`src/rtl/lw_sram.sv`:
```
module lw_sram #(
  parameter int AW = 8,
  parameter int BYTE_W = 9
) (
  input  logic                clk,
  input  logic                rst_n,
  input  logic                clk_hold,
  input  logic                sel_a_n,
  input  logic                sel_b,
  input  logic                sel_c_n,
  input  logic                adv,
  input  logic                cmd_rd,
  input  logic [1:0]          byte_we_n,
  input  logic                burst_xor,
  input  logic [AW-1:0]       addr,
  input  logic [2*BYTE_W-1:0] din,
  input  logic                out_en_n,
  output logic [2*BYTE_W-1:0] dout,
  output logic                drv_en
);
  localparam int DW = 2 * BYTE_W;
  localparam int DEPTH = 1 << AW;

  typedef enum logic [1:0] {K_IDLE, K_RD, K_WR} kind_t;

  logic [DW-1:0] mem [DEPTH];

  logic          sel;
  kind_t         b_kind, c_kind, s1_kind, s2_kind;
  logic [AW-1:0] b_base, c_addr, s1_addr, s2_addr;
  logic [1:0]    b_cnt, cnt_nx, low_nx, s1_bw, s2_bw;
  logic          out_vld;
  logic [DW-1:0] out_q;

  assign sel    = !sel_a_n && sel_b && !sel_c_n;
  assign cnt_nx = b_cnt + 2'd1;
  assign low_nx = burst_xor ? (b_base[1:0] ^ cnt_nx) : (b_base[1:0] + cnt_nx);

  always_comb begin
    if (!adv) begin
      c_kind = sel ? (cmd_rd ? K_RD : K_WR) : K_IDLE;
      c_addr = addr;
    end else begin
      c_kind = b_kind;
      c_addr = {b_base[AW-1:2], low_nx};
    end
  end

  always_ff @(posedge clk or negedge rst_n) begin
    if (!rst_n) begin
      b_kind  <= K_IDLE;
      b_base  <= '0;
      b_cnt   <= '0;
      s1_kind <= K_IDLE;
      s1_addr <= '0;
      s1_bw   <= '1;
      s2_kind <= K_IDLE;
      s2_addr <= '0;
      s2_bw   <= '1;
      out_vld <= 1'b0;
    end else if (!clk_hold) begin
      if (!adv) begin
        b_kind <= c_kind;
        b_base <= addr;
        b_cnt  <= '0;
      end else begin
        b_cnt <= cnt_nx;
      end
      s1_kind <= c_kind;
      s1_addr <= c_addr;
      s1_bw   <= byte_we_n;
      s2_kind <= s1_kind;
      s2_addr <= s1_addr;
      s2_bw   <= s1_bw;
      out_vld <= (s2_kind == K_RD);
    end
  end

  always_ff @(posedge clk) begin
    if (!clk_hold) begin
      if (s2_kind == K_RD) out_q <= mem[s2_addr];
      if (s2_kind == K_WR)
        for (int b = 0; b < 2; b++)
          if (!s2_bw[b]) mem[s2_addr][b*BYTE_W +: BYTE_W] <= din[b*BYTE_W +: BYTE_W];
    end
  end

  assign dout   = out_q;
  assign drv_en = out_vld && !out_en_n;

  assert_load_write_R1: assert property (@(posedge clk) disable iff (!rst_n)
    (!clk_hold && !adv && sel && !cmd_rd) |=> (s1_kind == K_WR));

  assert_deselect_R3: assert property (@(posedge clk) disable iff (!rst_n)
    (!clk_hold && !adv && !sel) |=> (s1_kind == K_IDLE));

  assert_hold_freeze_R5: assert property (@(posedge clk) disable iff (!rst_n)
    clk_hold |=> ($stable(out_vld) && $stable(s1_kind) && $stable(s2_kind) && $stable(b_cnt)));

  assert_no_drive_on_write_R6: assert property (@(posedge clk) disable iff (!rst_n)
    (!clk_hold && s2_kind == K_WR) |=> !drv_en);

  assert_oe_gate_R7: assert property (@(posedge clk) disable iff (!rst_n)
    drv_en |-> !out_en_n);

  assert_cont_deselect_R9: assert property (@(posedge clk) disable iff (!rst_n)
    (!clk_hold && adv && b_kind == K_IDLE) |=> (s1_kind == K_IDLE));
endmodule

```
`config.mk`:
```
export PLATFORM = sky130hd
export DESIGN_NAME = lw_sram
export DESIGN_NICKNAME = d
export VERILOG_FILES = /design/src/rtl/lw_sram.sv
export SDC_FILE = /design/constraint.sdc
export NUM_CORES = 2
export LEC_CHECK = 0
export BUFFER_PORTS_ARGS = -buffer_cell sky130_fd_sc_hd__buf_2
export CORE_UTILIZATION = 35
export CTS_CLUSTER_DIAMETER = 100
export DETAILED_ROUTE_END_ITERATION = 16
export PLACE_DENSITY_LB_ADDON = 0.25
export RECOVER_POWER = 25
export SETUP_SLACK_MARGIN = 0.2
export SLEW_MARGIN = 20
export SYNTH_ARGS = -nofsm -noshare
export SYNTH_HDL_FRONTEND = slang
export SYNTH_MEMORY_MAX_BITS = 65536
export SYNTH_SLANG_ARGS = --single-unit
```
`constraint.sdc`:
```
create_clock -name clk -period 3.1 [get_ports clk]
set_input_delay 0 -clock clk [delete_from_list [all_inputs] [get_ports clk]]
set_output_delay 0 -clock clk [all_outputs]
set_load 0.03 [all_outputs]
```
; ---- After elaboration in Yosys (flattened, before gate mapping)
; Memory sizes are Yosys's and may differ from the RTL's. A register that Yosys moved wholly into a read port is not among the register bits.
; Cells that the tools add are included.
[totals]
output_inout_bits = 19
ram_bits = 4608
in_bits = 38
wordCells = 40
reg_bits = 37
n_memories = 1
[memory_table]
columns = memory, depth, width, read_ports, rd_ports_with_merged_regs, wr, line_no
row1 = mem, 256, 18, 1, 1, 1, 26  ; logic [DW-1:0] mem [DEPTH];
[classes]
mux = 14
addsub = 2
n_bitwise = 3
n_reduce_logical = 8
eq_ne = 2
[op_table]
columns = operator, count
row1 = 2-to-1 mux 2 bit, 5
row2 = 2-to-1 mux 1 bit, 8
row3 = 2-to-1 mux 8 bit, 1
row4 = AND reduction 2 bit, 2
row5 = logical AND 1 bit, 3
row6 = logical NOT 1 bit, 3
row7 = "adder 2 x 1 -> 2 bit, second input constant", 1
row8 = adder 2 bit, 1
row9 = "== test 2 x 1 -> 1 bit, second input constant", 1
row10 = "== test 2 bit, second input constant", 1
row11 = NOT 1 bit, 2
row12 = bitwise XOR 2 bit, 1

; ---- Longest topological paths before layout
[depth]
ltp_word = 5
depth_mapped = 9
mapped_depth_nobuf = 7

; ---- Worst setup path after synthesis
; OpenSTA, ideal clock, no wires.
[synth_path]
kind = register to register
start = register s2_addr[0]
end = memory mem[17][0] (netlist name) (enable)
setup_time_ns = 0.374
arrival_ns = 2.152
path_slack_ns = 0.574
stages_incl_launch_ff = 9
synth_period_minus_slack_ns = 2.526
required_time_ns = 2.726
n_path_buf = 5
path_cell_list = dfrtp_1 buf_6 buf_6 clkbuf_1 clkbuf_1 nor2b_1 nand2_1 clkbuf_1 nor2_1
[synth_lines]
columns = item, line_no
row1 = start: declaration, 30  ; logic [AW-1:0] b_base, c_addr, s1_addr, s2_addr;
row2 = start signal: assignment, 73  ; s2_addr <= s1_addr;
row3 = end: declaration, 26
; Straight into the memory's write port.

==> metrics.md <==
| Metric | Value |
|---|---|
| Die area | `509000 µm²` |
| Critical Path AT | `3.99 ns` |
| DR pass1 iterations | `5` |
| Row Count | `261` |
| Yosys top cell by area | `edfxtp_1` |
| Max Clock Freq | `0.307 GHz` |
| Setup WS post-layout | `-0.154 ns` |
| Pin slew with the least headroom to its limit | `3.40 ns` |
| Post-route ant nets | `0` |
| Reg2reg start | `s2_addr[0]` |
| Crit Path Category | `reg2reg` |
| RR Endpoint | `dout[13]` |
| CTS H-tree lvls | `5` |
| Core area | `505000 µm²` |
| DR DRC count | `0` |
| WHS | `0.0190 ns` |
| R2R depth | `11` |
| Die height | `714 µm` |
| Maximum VDD drop | `0.000563 V` |
| First-pass GRT wire length | `700000 µm` |
| PortBufs | `56` |
| Clock Skew | `0.124 ns` |
| Hold Path Sink | `s1_addr[1]` |
| Mapped Cells | `7951` |
| Number of synthesized register bits | `4663` |
| Worst Min Path Start | `addr[1]` |
| RSZ-0062 raised after global routing | `yes` |
| Filler Cell Count | `43423` |
| Grt ovf | `0` |
| CP top delay family | `buffers and inverters` |
| Failing checks | `capacitance limit, slew limit, setup timing` |
| Cell mode on critical path | `buf_4` |
| Layout area overhead | `22.3%` |
| Max stage delay on crit path | `0.49 ns` |
| Fin. Hold Viols | `0` |
| Largest net degree at the start of global routing | `153` |
| Worst-skew pair later-pin latency | `1.06 ns` |
| Post-Syn Nets | `7990` |
| Dominant register cell in the synthesized netlist | `edfxtp_1` |
| Power Density | `712 nW/µm²` |
| Hold crit path type | `in2reg` |
| Gr usage total | `19.0%` |
| RePlAce Congestion | `0.803` |
| Clk sinks | `4663` |
| Cells along the critical path | `buf_12 > buf_16 > buf_16 > buf_4 > buf_4 > mux4_2 > a22oi_2 > a21oi_2 > o41ai_4 > buf_4 > nand4_1` |
| Mapped cell area | `177000 µm²` |
| Via count | `89347` |
| Tot Pwr | `154 mW` |
| CP Max Fanout | `8` |
| Nets | `9544` |
| Required time worst endpoint | `3.84 ns` |
| Pleak | `68.6 nW` |
| EDFF count, synth | `4626` |
| Initial antenna violation count | `29` |
| Slowest CP cell | `dfrtp_4` |
| Setup violators final | `94` |
| Layout cells sized above 1 | `37.7%` |
| Crit path buf inv count | `6` |
| Root Buffer | `clkbuf_16` |
| TritonCTS buffer count | `472` |
| Status | `finished, violations left` |
| Dpl hpwl | `304000 µm` |
| Initial drt markers | `9724` |
| Sequential share of the synthesized area | `78.9%` |
| Final WL | `493000 µm` |
| Worst Setup End Kind | `register` |
| Final min period | `3.25 ns` |
| Max cap viols | `19` |
| # IOs | `57` |
| Top cell type's share of synthesized area | `78.4%` |
| Top cells by area, synth | `edfxtp_1, mux4_2, a22oi_1` |
| Hold path depth | `4` |
| Post-synth ARST share | `0.793%` |
| Fin crit share | `105%` |
| DR WL/cell | `29.7 µm` |
| Rel. slew slack | `-126%` |
| Unique masters post-synth | `31` |
| Vias in the first global route | `92406` |
| Worst setup SP type | `register` |
| CTS max path bufs | `4` |
| Fin. max-slew vios | `1469` |
| Ys Warns | `0` |
| CTS tree | `done` |
| Die X | `714 µm` |
| Drt via density | `5.38` |
| Starting density of the core | `35.1%` |
| R2R setup slack | `-0.15 ns` |
| Mean Syn Cell Area | `22.3 µm²` |
| Clock-pin slew on the worst setup and hold paths | `0.06 ns` |
-- synthesized netlist by cell type (all sizes together) (7+ instances only) --
master and number:
a21oi 290, a22oi 576, buf 202, clkbuf 317, dfrtp 33, edfxtp 4626
mux2 23, mux2i 8, mux4 1152, nand2 59, nand4 18, nor2 528
nor2b 7, o21ai 12, o41ai 72
-- worst max-delay path by stage --
stage          slack (ns)    endpoint  cells past startpoint       start
6_report            -0.15    dout[13]                     11  s2_addr[0]
5_1_grt             -0.21     dout[9]                     12  s2_addr[0]
3_3_place_gp        -0.91    dout[15]                     10  s2_addr[0]
4_1_cts             -0.14    dout[15]                     11  s2_addr[0]
2_1_floorplan        0.57  mem[17][0]                      8  s2_addr[0]
3_5_place_dp        -0.96    dout[15]                     10  s2_addr[0]
-- cell usage in the layout, fill, tap and decap left out, drive strengths merged, types with 2 or more instances in the layout --
master,n
edfxtp,4626
buf,1476
mux4,1152
clkbuf,613
a22oi,576
nor2,528
a21oi,290
clkinv,224
o41ai,72
dlygate4sd3,66
nand2,59
bufinv,54
dfrtp,33
mux2,23
nand4,18
clkinvlp,15
inv,15
o21ai,12
diode,9
bufbuf,9
mux2i,8
nor2b,7
nand3,4
dfstp,4
nand2b,4
xnor2,3
o31ai,2
and2,2
or4b,2
nor3b,2
-- state kept, by name (all words and copies together), names as in the netlist, 8 cells and up --
register  cells
mem        4608
dout         18
b_base        8
s1_addr       8
s2_addr       8
-- tightest hold or removal path, delay by kind of cell --
| kind | cells | cell delay (ns) |
|---|---|---|
| buffers and inverters | 2 | 0.64 |
| AO/OA/AOI/OAI | 1 | 0.16 |
| multiplexers | 1 | 0.12 |
-- timing repair --
action                                  4_1_cts  5_1_grt
endpoints found under the setup margin     1240      302
hold buffers                                 68        0
resized for setup                           401      114
setup buffers                                92       13
endpoints found under the hold margin      4349        0
pin swaps                                    78       37
cloned                                       24        3
-- layout make-up --
cell class	count	area (µm²)	area share [%]
diodes	9	22.5	0.0104
clock buffers	567	12300	5.66
clock inverters	307	3210	1.48
inverters	1	3.75	0.00173
multi-input cells	2768	37500	17.3
flip-flops and latches	4663	140000	64.5
well taps	6706	8390	3.87
repair buffers	1599	15500	7.17
-- routing by layer --
layer  global-route usage (%)  vias to the layer above  share of wire (%)
met5                        0                        -             0.0055
met2                     31.6                     3223                 49
li1                         -                    37032                  -
met4                     4.98                        4                2.7
met3                     2.88                      665                6.6
met1                     26.3                    48423                 41
-- metrics by stage --
step | std cells | instance area [µm²] | setup slack (ns) | util, % | TNS, ns
after global routing | 16616 | 217000 | -0.206 | 42.9 | -39.69
after detailed placement | 15534 | 197000 | -0.958 | 39.0 | -17.05
after CTS | 16592 | 217000 | -0.138 | 42.9 | -1.71
after global placement | 15533 | 197000 | -0.915 | 39.0 | -17.85
final | 16620 | 217000 | -0.154 | 43.0 | -6.18
after floorplan | 7951 | 177000 | 0.574 | - | 0
-- power breakdown --
| part | switching [mW] | internal (mW) | total [mW] | leakage (nW) |
|---|---|---|---|---|
| registers | 0.111 | 69.5 | 69.6 | 42.0 |
| clock network | 24.4 | 32.7 | 57.2 | 7.53 |
| logic | 15.1 | 12.5 | 27.6 | 19.1 |
| total | 39.6 | 115 | 154 | 68.6 |
-- cell families after synthesis --
logic type / synth area share, %
flops: 78.9
buf+inv: 1.21
compound gates: 3.67
fa+ha+maj: 0.00706
xor+xnor: 0.0148
simple gates: 1.39
mux: 14.8
(Power assumes the default switching activity.)
